--- config.mk ---
export PLATFORM = sky130hd
export DESIGN_NAME = lrp_rate_prog
export DESIGN_NICKNAME = d
export VERILOG_FILES = /design/src/rtl/lrp_pkg.sv /design/src/rtl/lrp_band_lookup.sv /design/src/rtl/lrp_hold_timer.sv /design/src/rtl/lrp_step_fsm.sv /design/src/rtl/lrp_port_drive.sv /design/src/rtl/lrp_rate_prog.sv
export SDC_FILE = /design/constraint.sdc
export NUM_CORES = 1
export LEC_CHECK = 0
export BUFFER_PORTS_ARGS = -buffer_cell sky130_fd_sc_hd__buf_2
export CAP_MARGIN = 20
export CORE_UTILIZATION = 62
export CTS_CLUSTER_SIZE = 30
export DETAILED_ROUTE_END_ITERATION = 6
export GPL_TIMING_DRIVEN = 0
export PLACE_DENSITY = 0.89
export SETUP_SLACK_MARGIN = 0.05
export SYNTH_ARGS = -nofsm -noshare
export SYNTH_HDL_FRONTEND = slang
export SYNTH_SLANG_ARGS = --single-unit
--- constraint.sdc ---
create_clock -name clk -period 4.15 [get_ports clk]
set_clock_uncertainty 0.2 [all_clocks]
set_input_delay 0.6225 -clock clk [delete_from_list [all_inputs] [get_ports clk]]
set_output_delay 0.6225 -clock clk [all_outputs]
set_load 0.005 [all_outputs]
--- src/rtl/lrp_pkg.sv ---
package lrp_pkg;

  localparam int NUM_BANDS = 29;

  typedef enum logic [3:0] {
    ST_IDLE,
    ST_CLR_HI,
    ST_CLR_LO,
    ST_A_SET,
    ST_A_STB,
    ST_A_END,
    ST_D_SET,
    ST_D_STB,
    ST_D_END,
    ST_DONE
  } step_e;

  // Lower edge (inclusive) of each band in MHz; index NUM_BANDS gives the
  // exclusive top of the last band.
  function automatic int unsigned band_lo(input int unsigned idx);
    case (idx)
      0:  return 80;
      1:  return 90;
      2:  return 100;
      3:  return 110;
      4:  return 125;
      5:  return 140;
      6:  return 150;
      7:  return 160;
      8:  return 180;
      9:  return 200;
      10: return 210;
      11: return 240;
      12: return 250;
      13: return 270;
      14: return 300;
      15: return 330;
      16: return 360;
      17: return 400;
      18: return 450;
      19: return 500;
      20: return 550;
      21: return 600;
      22: return 650;
      23: return 700;
      24: return 750;
      25: return 800;
      26: return 850;
      27: return 900;
      28: return 950;
      default: return 1000;
    endcase
  endfunction

  // Bus code for each band, already in its on-bus (shifted) form.
  function automatic logic [7:0] band_code(input int unsigned idx);
    case (idx)
      0:  return 8'h00;
      1:  return 8'h20;
      2:  return 8'h40;
      3:  return 8'h02;
      4:  return 8'h22;
      5:  return 8'h42;
      6:  return 8'h04;
      7:  return 8'h24;
      8:  return 8'h44;
      9:  return 8'h06;
      10: return 8'h26;
      11: return 8'h46;
      12: return 8'h08;
      13: return 8'h28;
      14: return 8'h48;
      15: return 8'h2A;
      16: return 8'h4A;
      17: return 8'h0C;
      18: return 8'h2C;
      19: return 8'h0E;
      20: return 8'h2E;
      21: return 8'h10;
      22: return 8'h30;
      23: return 8'h12;
      24: return 8'h32;
      25: return 8'h14;
      26: return 8'h34;
      27: return 8'h54;
      28: return 8'h74;
      default: return 8'h00;
    endcase
  endfunction

  function automatic step_e step_after(input step_e cur);
    case (cur)
      ST_CLR_HI: return ST_CLR_LO;
      ST_CLR_LO: return ST_A_SET;
      ST_A_SET:  return ST_A_STB;
      ST_A_STB:  return ST_A_END;
      ST_A_END:  return ST_D_SET;
      ST_D_SET:  return ST_D_STB;
      ST_D_STB:  return ST_D_END;
      ST_D_END:  return ST_DONE;
      default:   return ST_IDLE;
    endcase
  endfunction

endpackage

--- src/rtl/lrp_band_lookup.sv ---
module lrp_band_lookup
  import lrp_pkg::*;
#(
  parameter int RATE_W = 11,
  parameter int BUS_W  = 8
) (
  input  logic [RATE_W-1:0] rate,
  output logic              in_band,
  output logic [BUS_W-1:0]  code
);

  localparam int unsigned SPAN_LO = band_lo(0);
  localparam int unsigned SPAN_HI = band_lo(NUM_BANDS);

  logic [31:0]          rate32;
  logic [NUM_BANDS-1:0] hit;

  assign rate32 = 32'(rate);

  for (genvar g = 0; g < NUM_BANDS; g++) begin : g_band
    localparam logic [31:0] LO = 32'(band_lo(g));
    localparam logic [31:0] HI = 32'(band_lo(g + 1));
    assign hit[g] = (rate32 >= LO) && (rate32 < HI);
  end

  always_comb begin
    code = '0;
    for (int i = 0; i < NUM_BANDS; i++) begin
      if (hit[i]) code = code | BUS_W'(band_code(i));
    end
  end

  assign in_band = |hit;

  // bands never overlap, and the band set covers exactly the legal span
  always_comb begin
    a_r1_single_band: assert ($onehot0(hit));
    a_r1_span_cover: assert (in_band == ((rate32 >= SPAN_LO) && (rate32 < SPAN_HI)));
  end

endmodule

--- src/rtl/lrp_hold_timer.sv ---
module lrp_hold_timer #(
  parameter int HOLD_CYC = 4
) (
  input  logic clk,
  input  logic rst,
  input  logic run,
  output logic last
);

  localparam int CNT_W = (HOLD_CYC > 1) ? $clog2(HOLD_CYC) : 1;
  localparam logic [CNT_W-1:0] CNT_TOP = CNT_W'(HOLD_CYC - 1);

  logic [CNT_W-1:0] cnt;

  assign last = run && (cnt == CNT_TOP);

  always_ff @(posedge clk) begin
    if (rst || !run) cnt <= '0;
    else if (last)   cnt <= '0;
    else             cnt <= cnt + 1'b1;
  end

  // each fresh run of steps starts its hold count from zero
  a_r5_hold_restart: assert property (@(posedge clk) disable iff (rst)
    (run && !$past(run)) |-> (cnt == '0));

endmodule

--- src/rtl/lrp_step_fsm.sv ---
module lrp_step_fsm
  import lrp_pkg::*;
#(
  parameter int BUS_W = 8
) (
  input  logic             clk,
  input  logic             rst,
  input  logic             start,
  input  logic             band_ok,
  input  logic [BUS_W-1:0] band_code,
  input  logic             step_last,
  output step_e            state,
  output logic             busy,
  output logic             done,
  output logic             err,
  output logic [BUS_W-1:0] code_q
);

  assign busy = !(state == ST_IDLE || state == ST_DONE);
  assign done = (state == ST_DONE);

  always_ff @(posedge clk) begin
    if (rst) begin
      state  <= ST_IDLE;
      code_q <= '0;
      err    <= 1'b0;
    end else begin
      err <= 1'b0;
      if (!busy) begin
        if (start && band_ok) begin
          state  <= ST_CLR_HI;
          code_q <= band_code;
        end else begin
          state <= ST_IDLE;
          if (start) err <= 1'b1;
        end
      end else if (step_last) begin
        state <= step_after(state);
      end
    end
  end

  // the latched code cannot move while a sequence runs
  a_r4_code_held: assert property (@(posedge clk) disable iff (rst)
    busy |=> $stable(code_q));

  // done is a single-cycle pulse
  a_r6_done_single: assert property (@(posedge clk) disable iff (rst)
    done |=> !done);

  // start while busy does not disturb the current step
  a_r7_start_ignored: assert property (@(posedge clk) disable iff (rst)
    (busy && start && !step_last) |=> $stable(state));

endmodule

--- src/rtl/lrp_port_drive.sv ---
module lrp_port_drive
  import lrp_pkg::*;
#(
  parameter int                BUS_W     = 8,
  parameter logic [BUS_W-1:0]  ADDR_CODE = 'h44
) (
  input  step_e            state,
  input  logic [BUS_W-1:0] code_q,
  output logic             p_clr,
  output logic             p_strobe,
  output logic             p_addr_mode,
  output logic [BUS_W-1:0] p_bus
);

  always_comb begin
    p_clr       = 1'b0;
    p_strobe    = 1'b0;
    p_addr_mode = 1'b0;
    p_bus       = '0;
    case (state)
      ST_CLR_HI: p_clr = 1'b1;
      ST_A_SET, ST_A_END: begin
        p_addr_mode = 1'b1;
        p_bus       = ADDR_CODE;
      end
      ST_A_STB: begin
        p_addr_mode = 1'b1;
        p_bus       = ADDR_CODE;
        p_strobe    = 1'b1;
      end
      ST_D_SET, ST_D_END: p_bus = code_q;
      ST_D_STB: begin
        p_bus    = code_q;
        p_strobe = 1'b1;
      end
      default: ;
    endcase
  end

endmodule

--- src/rtl/lrp_rate_prog.sv ---
module lrp_rate_prog
  import lrp_pkg::*;
#(
  parameter int               RATE_W    = 11,
  parameter int               BUS_W     = 8,
  parameter int               HOLD_CYC  = 4,
  parameter logic [BUS_W-1:0] ADDR_CODE = 'h44
) (
  input  logic              clk,
  input  logic              rst,
  input  logic              start,
  input  logic [RATE_W-1:0] rate_mhz,
  output logic              busy,
  output logic              done,
  output logic              err,
  output logic              port_clr,
  output logic              port_strobe,
  output logic              port_addr_mode,
  output logic [BUS_W-1:0]  port_bus
);

  logic             band_ok;
  logic [BUS_W-1:0] band_code;
  logic             step_last;
  step_e            state;
  logic [BUS_W-1:0] code_q;

  lrp_band_lookup #(.RATE_W(RATE_W), .BUS_W(BUS_W)) u_lookup (
    .rate    (rate_mhz),
    .in_band (band_ok),
    .code    (band_code)
  );

  lrp_hold_timer #(.HOLD_CYC(HOLD_CYC)) u_timer (
    .clk  (clk),
    .rst  (rst),
    .run  (busy),
    .last (step_last)
  );

  lrp_step_fsm #(.BUS_W(BUS_W)) u_fsm (
    .clk       (clk),
    .rst       (rst),
    .start     (start),
    .band_ok   (band_ok),
    .band_code (band_code),
    .step_last (step_last),
    .state     (state),
    .busy      (busy),
    .done      (done),
    .err       (err),
    .code_q    (code_q)
  );

  lrp_port_drive #(.BUS_W(BUS_W), .ADDR_CODE(ADDR_CODE)) u_drive (
    .state       (state),
    .code_q      (code_q),
    .p_clr       (port_clr),
    .p_strobe    (port_strobe),
    .p_addr_mode (port_addr_mode),
    .p_bus       (port_bus)
  );

  // while clear is high the rest of the port is quiet
  a_r2_clear_quiet: assert property (@(posedge clk) disable iff (rst)
    port_clr |-> (port_bus == '0 && !port_strobe && !port_addr_mode));

  // a strobe never lasts a single cycle
  a_r5_strobe_width: assert property (@(posedge clk) disable iff (rst)
    $rose(port_strobe) |=> port_strobe);

  // bus held steady while strobe is high
  a_r3_bus_steady: assert property (@(posedge clk) disable iff (rst)
    port_strobe |=> $stable(port_bus));

  // done only closes a busy window
  a_r6_done_after_busy: assert property (@(posedge clk) disable iff (rst)
    done |-> $past(busy));

  // a rejection comes with no sequence activity
  a_r8_err_quiet: assert property (@(posedge clk) disable iff (rst)
    err |-> (!busy && !done && !port_strobe && !port_clr));

  // one cycle after reset everything is low
  a_r9_reset_idle: assert property (@(posedge clk)
    $past(rst) |-> (!busy && !done && !err && !port_clr && !port_strobe &&
                    !port_addr_mode && port_bus == '0));

endmodule

==> results of run 1 <==
==> worst max path at each step <==
stage | startpoint | depth (start not counted) | slack [ps] | endpoint
after CTS | rate_mhz[1] | 12 | 1090 | register
after global placement | rate_mhz[1] | 11 | 810 | register
after detailed placement | rate_mhz[1] | 12 | 760 | register
after floorplan | rate_mhz[9] | 10 | 1230 | register
final | rate_mhz[1] | 11 | 1050 | register
after global routing | rate_mhz[1] | 12 | 940 | register
==> critical path, cell delays in order <==
cell and delay (ps):
buf_2 100, buf_2 180, a31oi_2 380, o32ai_1 230, a311oi_1 460, and4_4 300
a21o_1 120, buf_6 150, a21oi_1 100, ha_1 320, nor2b_1 120
==> cell usage after synthesis, types with 4 or more instances <==
cell type,number
a21o_1,9
buf_2,7
nand2b_1,7
o21ai_0,10
dfxtp_1,17
nor2_1,20
mux2i_1,11
inv_1,9
nor2b_1,6
and2_1,7
nor3_1,7
a21oi_1,8
clkbuf_1,9
ha_1,5
nand3b_1,4
nand2_1,9
nand3_1,7
==> cells in the final DEF (no fill, tap or decap), drive strengths merged, types with 3 or more instances in the layout <==
master,Yosys,final
a211oi,4,4
a21o,9,9
a21oi,8,8
a31oi,4,4
a32o,3,3
and2,7,7
and3,3,3
buf,14,36
clkbuf,9,12
dfxtp,17,17
ha,5,5
inv,9,9
mux2,3,3
mux2i,11,11
nand2,9,9
nand2b,7,7
nand3,7,7
nand3b,4,4
nor2,20,20
nor2b,6,6
nor3,7,7
nor3b,3,3
nor4,3,3
nor4b,3,3
o21a,3,3
o21ai,11,11
or3,3,3
xnor2,3,3
==> layer usage <==
metal / track usage / routed length [µm]
met5: 0 / 0
met4: 0.136 / 124
met3: 0.0369 / 412
met2: 0.531 / 2220
met1: 0.393 / 2000
==> kinds of logic after synthesis <==
group | Yosys count | share of synthesized area
simple gates | 96 | 0.309
compound gates | 67 | 0.284
buf+inv | 32 | 0.0857
flops | 17 | 0.184
mux | 14 | 0.0817
fa+ha+maj | 6 | 0.0392
xor+xnor | 3 | 0.0142
other cells | 1 | 0.00202
==> through the flow <==
| stage | instances | area [µm²] | total power [W] | hold WS (ps) |
|---|---|---|---|---|
| 3_3_place_gp | 290 | 2010 | 0.000292 | 216 |
| 5_1_grt | 294 | 2030 | 0.000398 | 262 |
| 2_1_floorplan | 237 | 1860 | 0.000263 | 204 |
| 3_5_place_dp | 290 | 2010 | 0.000294 | 228 |
| 6_report | 294 | 2030 | 0.000381 | 240 |
| 4_1_cts | 294 | 2030 | 0.000378 | 242 |
==> area by class of cell <==
| class | instances | area share |
|---|---|---|
| Buffer | 23 | 0.0615 |
| Clock buffer | 3 | 0.0111 |
| Tap cell | 31 | 0.0191 |
| Timing Repair Buffer | 22 | 0.0542 |
| Inverter | 9 | 0.0166 |
| Multi-Input combinational cell | 188 | 0.668 |
| Sequential cell | 17 | 0.167 |
| Clock inverter | 1 | 0.00246 |
==> power groups by stage <==
stage	clock [W]	sequential, W	combinational, W
6_report	0.0000881	0.000171	0.000123
4_1_cts	0.0000879	0.000171	0.000120
3_5_place_dp	0	0.000175	0.000119
3_3_place_gp	0	0.000174	0.000118
2_1_floorplan	0	0.000174	0.0000893
5_1_grt	0.0000940	0.000171	0.000133
==> results.yml, run 1 <==
final_layout:
  fin_nets: 283
  syn_to_final_growth_pct: 9.72
  fillers: 218
  multi_input_area_mm2: 0.00136
  regArea_um2: 340
  layout-drive-gt1-share: 0.194
  final_util: 0.725
  antenna_cells: 0
yosys:
  synthCells: 236
  ys_ff_latch: 17
  synth_top_area_cell: "dfxtp_1"
  yosys_warnings: 0
  yosysTopAreaCellShare: 0.184
  synth_area_leaders: "dfxtp_1 18%, mux2i_1 5.9%, nor2_1 4.1%"
  syn_area_mm2: 0.00185
  yosysSeqAreaShare: 0.184
  synth-edff-count: 0
  async_reset_ff_frac: 0
  ys.flop_type: "dfxtp_1"
  synth.distinct_cells: 70
  postSynthAreaPerCell_um2: 7.85
grt:
  first_global_vias: 1708
  grt_pass1_wl_um: 7860
  track_usage: 0.312
  antenna_found_initial: 0
  gr-total-overflow: 0
  grt_max_degree: 11
power_and_ir_drop:
  p_int_w: 0.000253
  power.switching_w: 0.000128
  p_clk_frac: 0.231
  p_leak_nw: 0.827
  seqPwrFrac: 0.448
  p_comb_frac: 0.321
  ir_drop_mv: 0.0962
  powerDensity_mw_per_mm2: 188
  sw_frac_of_total: 0.335
timing:
  fin_crit_sh: 0.747
  tns_ps: 0
  min_period_ps: 3100
  slew_viol_final: 0
  setup_viol: 0
  rsz0062_at_grt: "no"
  max_slew.worst_pin.slew_ps: 585
  relSlewSlack: 0.605
  hold_violations: 0
  max_freq_mhz: 323
  fin_ws_ps: 1050
drt:
  drc: 12
  route.vias.total: 1904
  drtIter0Drc: 140
  drt_wl_total_um: 4760
  detail-route-antenna-nets: 0
  first_pass_iters: 7
  wl_per_cell_um: 16.2
  vias_per_cell: 6.48
clocking:
  clock_latency_ps: 300
  cts.htree.levels: 1
  clkTransAtPathRegs_ps: 90
  clkSinkCount: 17
  cts_tree: "yes"
  cts_hold_buf: 0
  post_cts_resized: 0
  cts_buffers: 3
  cts_setup_buffers: 0
  ctsRootBufferMaster: "clkbuf_4"
  cts_buffer_depth: 2
worst_setup_path:
  crit_fanout: 10
  cp-end-kind: "register"
  r2r_slack_ps: 1910
  worstPathRequired_ps: 4140
  cp.arrival_ps: 3090
  r2r-start: "u_fsm.state[1]"
  r2r_cells: 11
  critPathKind: "input port to register"
  start_kind: "input port"
die:
  die_height_um: 56.7
  ios: 28
  die_w_um: 56.7
  dieArea_mm2: 0.00321
  num_rows: 19
  core_mm2: 0.00281
  initial_core_util: 0.661
place:
  gp_congestion: 1.01
  post-dp-hpwl_um: 3610
  pre_cts_ws_ps: 764
  port_buffers: 22
min_path:
  hold_end: "u_timer.cnt[0]"
  hold_path.class: "register to register"
  hold_path_depth: 1
  hp-start: "u_timer.cnt[0]"
run_status:
  violations: "design-rule violations"
  status: "finished, violations left"
run:
  maxCapViolCount: 0
No activity file was read; power rests on OpenSTA's default activity.
==> run 2, diff against run 1 <==
CORE_UTILIZATION = 52   (was 62)
PLACE_DENSITY = 0.8   (was 0.89)
clock period = 2.6 ns   (was 4.15 ns; I/O delays follow)
==> run 2 against run 1 <==
Against the previous run:
- the flow now finishes without violations
- final area is 12% higher
- register-to-register slack lost 1500 ps
- sequential cell count stayed put
- worst setup slack got worse by 970 ps
- critical path depth stayed put
- die area is 19% higher
==> results.yml, run 2 (synthesis gave the netlist of run 1 again) <==
timing:
  setup_viol: 0
  relSlewSlack: 0.662
  rsz0062_at_grt: "yes"
  fin_crit_sh: 0.970
  slew_viol_final: 0
  max_slew.worst_pin.slew_ps: 507
  finalHoldWorstSlack_ps: 213
  hold_violations: 0
  max_freq_mhz: 397
  min_period_ps: 2520
  tns_ps: 0
die:
  die_height_um: 61.7
  ios: 28
  initial_core_util: 0.551
  dieArea_mm2: 0.00381
  num_rows: 21
  die_w_um: 61.7
  core_mm2: 0.00336
power_and_ir_drop:
  powerDensity_mw_per_mm2: 280
  ir_drop_mv: 0.135
  p_total_w: 0.000639
  p_leak_nw: 0.902
clocking:
  cts.htree.levels: 1
  cts_buffer_depth: 2
  clkTransAtPathRegs_ps: 110
  clkSinkCount: 17
  cts_tree: "yes"
  clock_latency_ps: 290
  ctsRootBufferMaster: "clkbuf_4"
  cts_buffers: 3
grt:
  gr-total-overflow: 0
  grt_pass1_wl_um: 7600
  track_usage: 0.269
  first_global_vias: 1648
  antenna_found_initial: 0
  grt_max_degree: 11
worst_setup_path:
  r2r_cells: 8
  r2r_slack_ps: 440
  cp-startpoint: "rate_mhz[8]"
  cp-end-kind: "register"
  critPathKind: "input port to register"
  cp.arrival_ps: 2510
  worstPathRequired_ps: 2590
  start_kind: "input port"
  crit_fanout: 10
  r2r-start: "u_timer.cnt[0]"
drt:
  drc: 0
  first_pass_iters: 4
  vias_per_cell: 6.21
  detail-route-antenna-nets: 0
  wl_per_cell_um: 15.4
  route.vias.total: 1982
  drt_wl_total_um: 4920
  drtIter0Drc: 114
final_layout:
  design_area_mm2: 0.00228
  layout_commonest_cell: "buf_2"
  layout_common_cells: "25 x buf_2, 19 x nor2_1, 17 x dfxtp_1"
  regArea_um2: 340
  fin_nets: 293
  syn_to_final_growth_pct: 23.2
  multi_input_area_mm2: 0.00148
  fillers: 286
  antenna_cells: 0
  final-instance-count-excl-fill: 319
  layout-drive-gt1-share: 0.300
place:
  gp_congestion: 0.989
  postPlaceCellArea_mm2: 0.00204
  port_buffers: 22
  placed_cells: 305
  post-dp-hpwl_um: 3490
min_path:
  hold_path.class: "input port to register"
run:
  maxCapViolCount: 0
run_status:
  status: "finished clean"
## run 2: power by group
group	internal, W	switching [W]
Clock	0.0000571	0.0000810
Sequential	0.000268	0.00000397
Combinational	0.0000978	0.000131
Total	0.000423	0.000216
## run 2: timing repair
action | 4_1_cts | 5_1_grt
buffers inserted | 9 | 2
pin swaps | 5 | 4
setup endpoints to repair | 4 | 7
gates resized for setup | 6 | 29
hold buffers | 0 | 0
## run 2: worst max-delay path, stage by stage
cell and delay (ps):
buf_2 130, buf_6 140, or3_4 420, o41a_1 420
and3_4 170, a21o_1 180, buf_6 120, a21o_1 170
ha_2 180, mux2i_1 120, o21ai_1 70
## run 2: worst min-delay path by stage
stage | end | depth (start not counted) | from
detailed placement | u_timer.cnt[0] | 1 | u_timer.cnt[0]
global placement | u_timer.cnt[0] | 1 | u_timer.cnt[0]
global route | u_fsm.err | 3 | start
CTS | u_fsm.err | 3 | start
finish | u_fsm.err | 3 | start
floorplan | u_timer.cnt[0] | 1 | u_timer.cnt[0]
## run 2: area by class of cell
class | instances | area share
well taps | 46 | 0.0252
inverters | 9 | 0.0148
clock inverters | 1 | 0.00219
flip-flops and latches | 17 | 0.149
multi-input cells | 188 | 0.647
plain buffers | 23 | 0.0647
repair buffers | 32 | 0.0866
clock buffers | 3 | 0.00987
## run 2: per-layer routing
layer	global-route usage	part of all wire
met3	0.0311	0.082
met1	0.362	0.44
met2	0.444	0.46
met4	0.0984	0.021
met5	0	0
## run 2: per-stage QoR
step                      worst slack (ps)   util
final                                 78.4  0.679
after global routing                  18.8  0.679
after CTS                             54.6  0.644
after detailed placement              -433  0.606
after global placement                -428  0.606
after floorplan                      -21.2      -
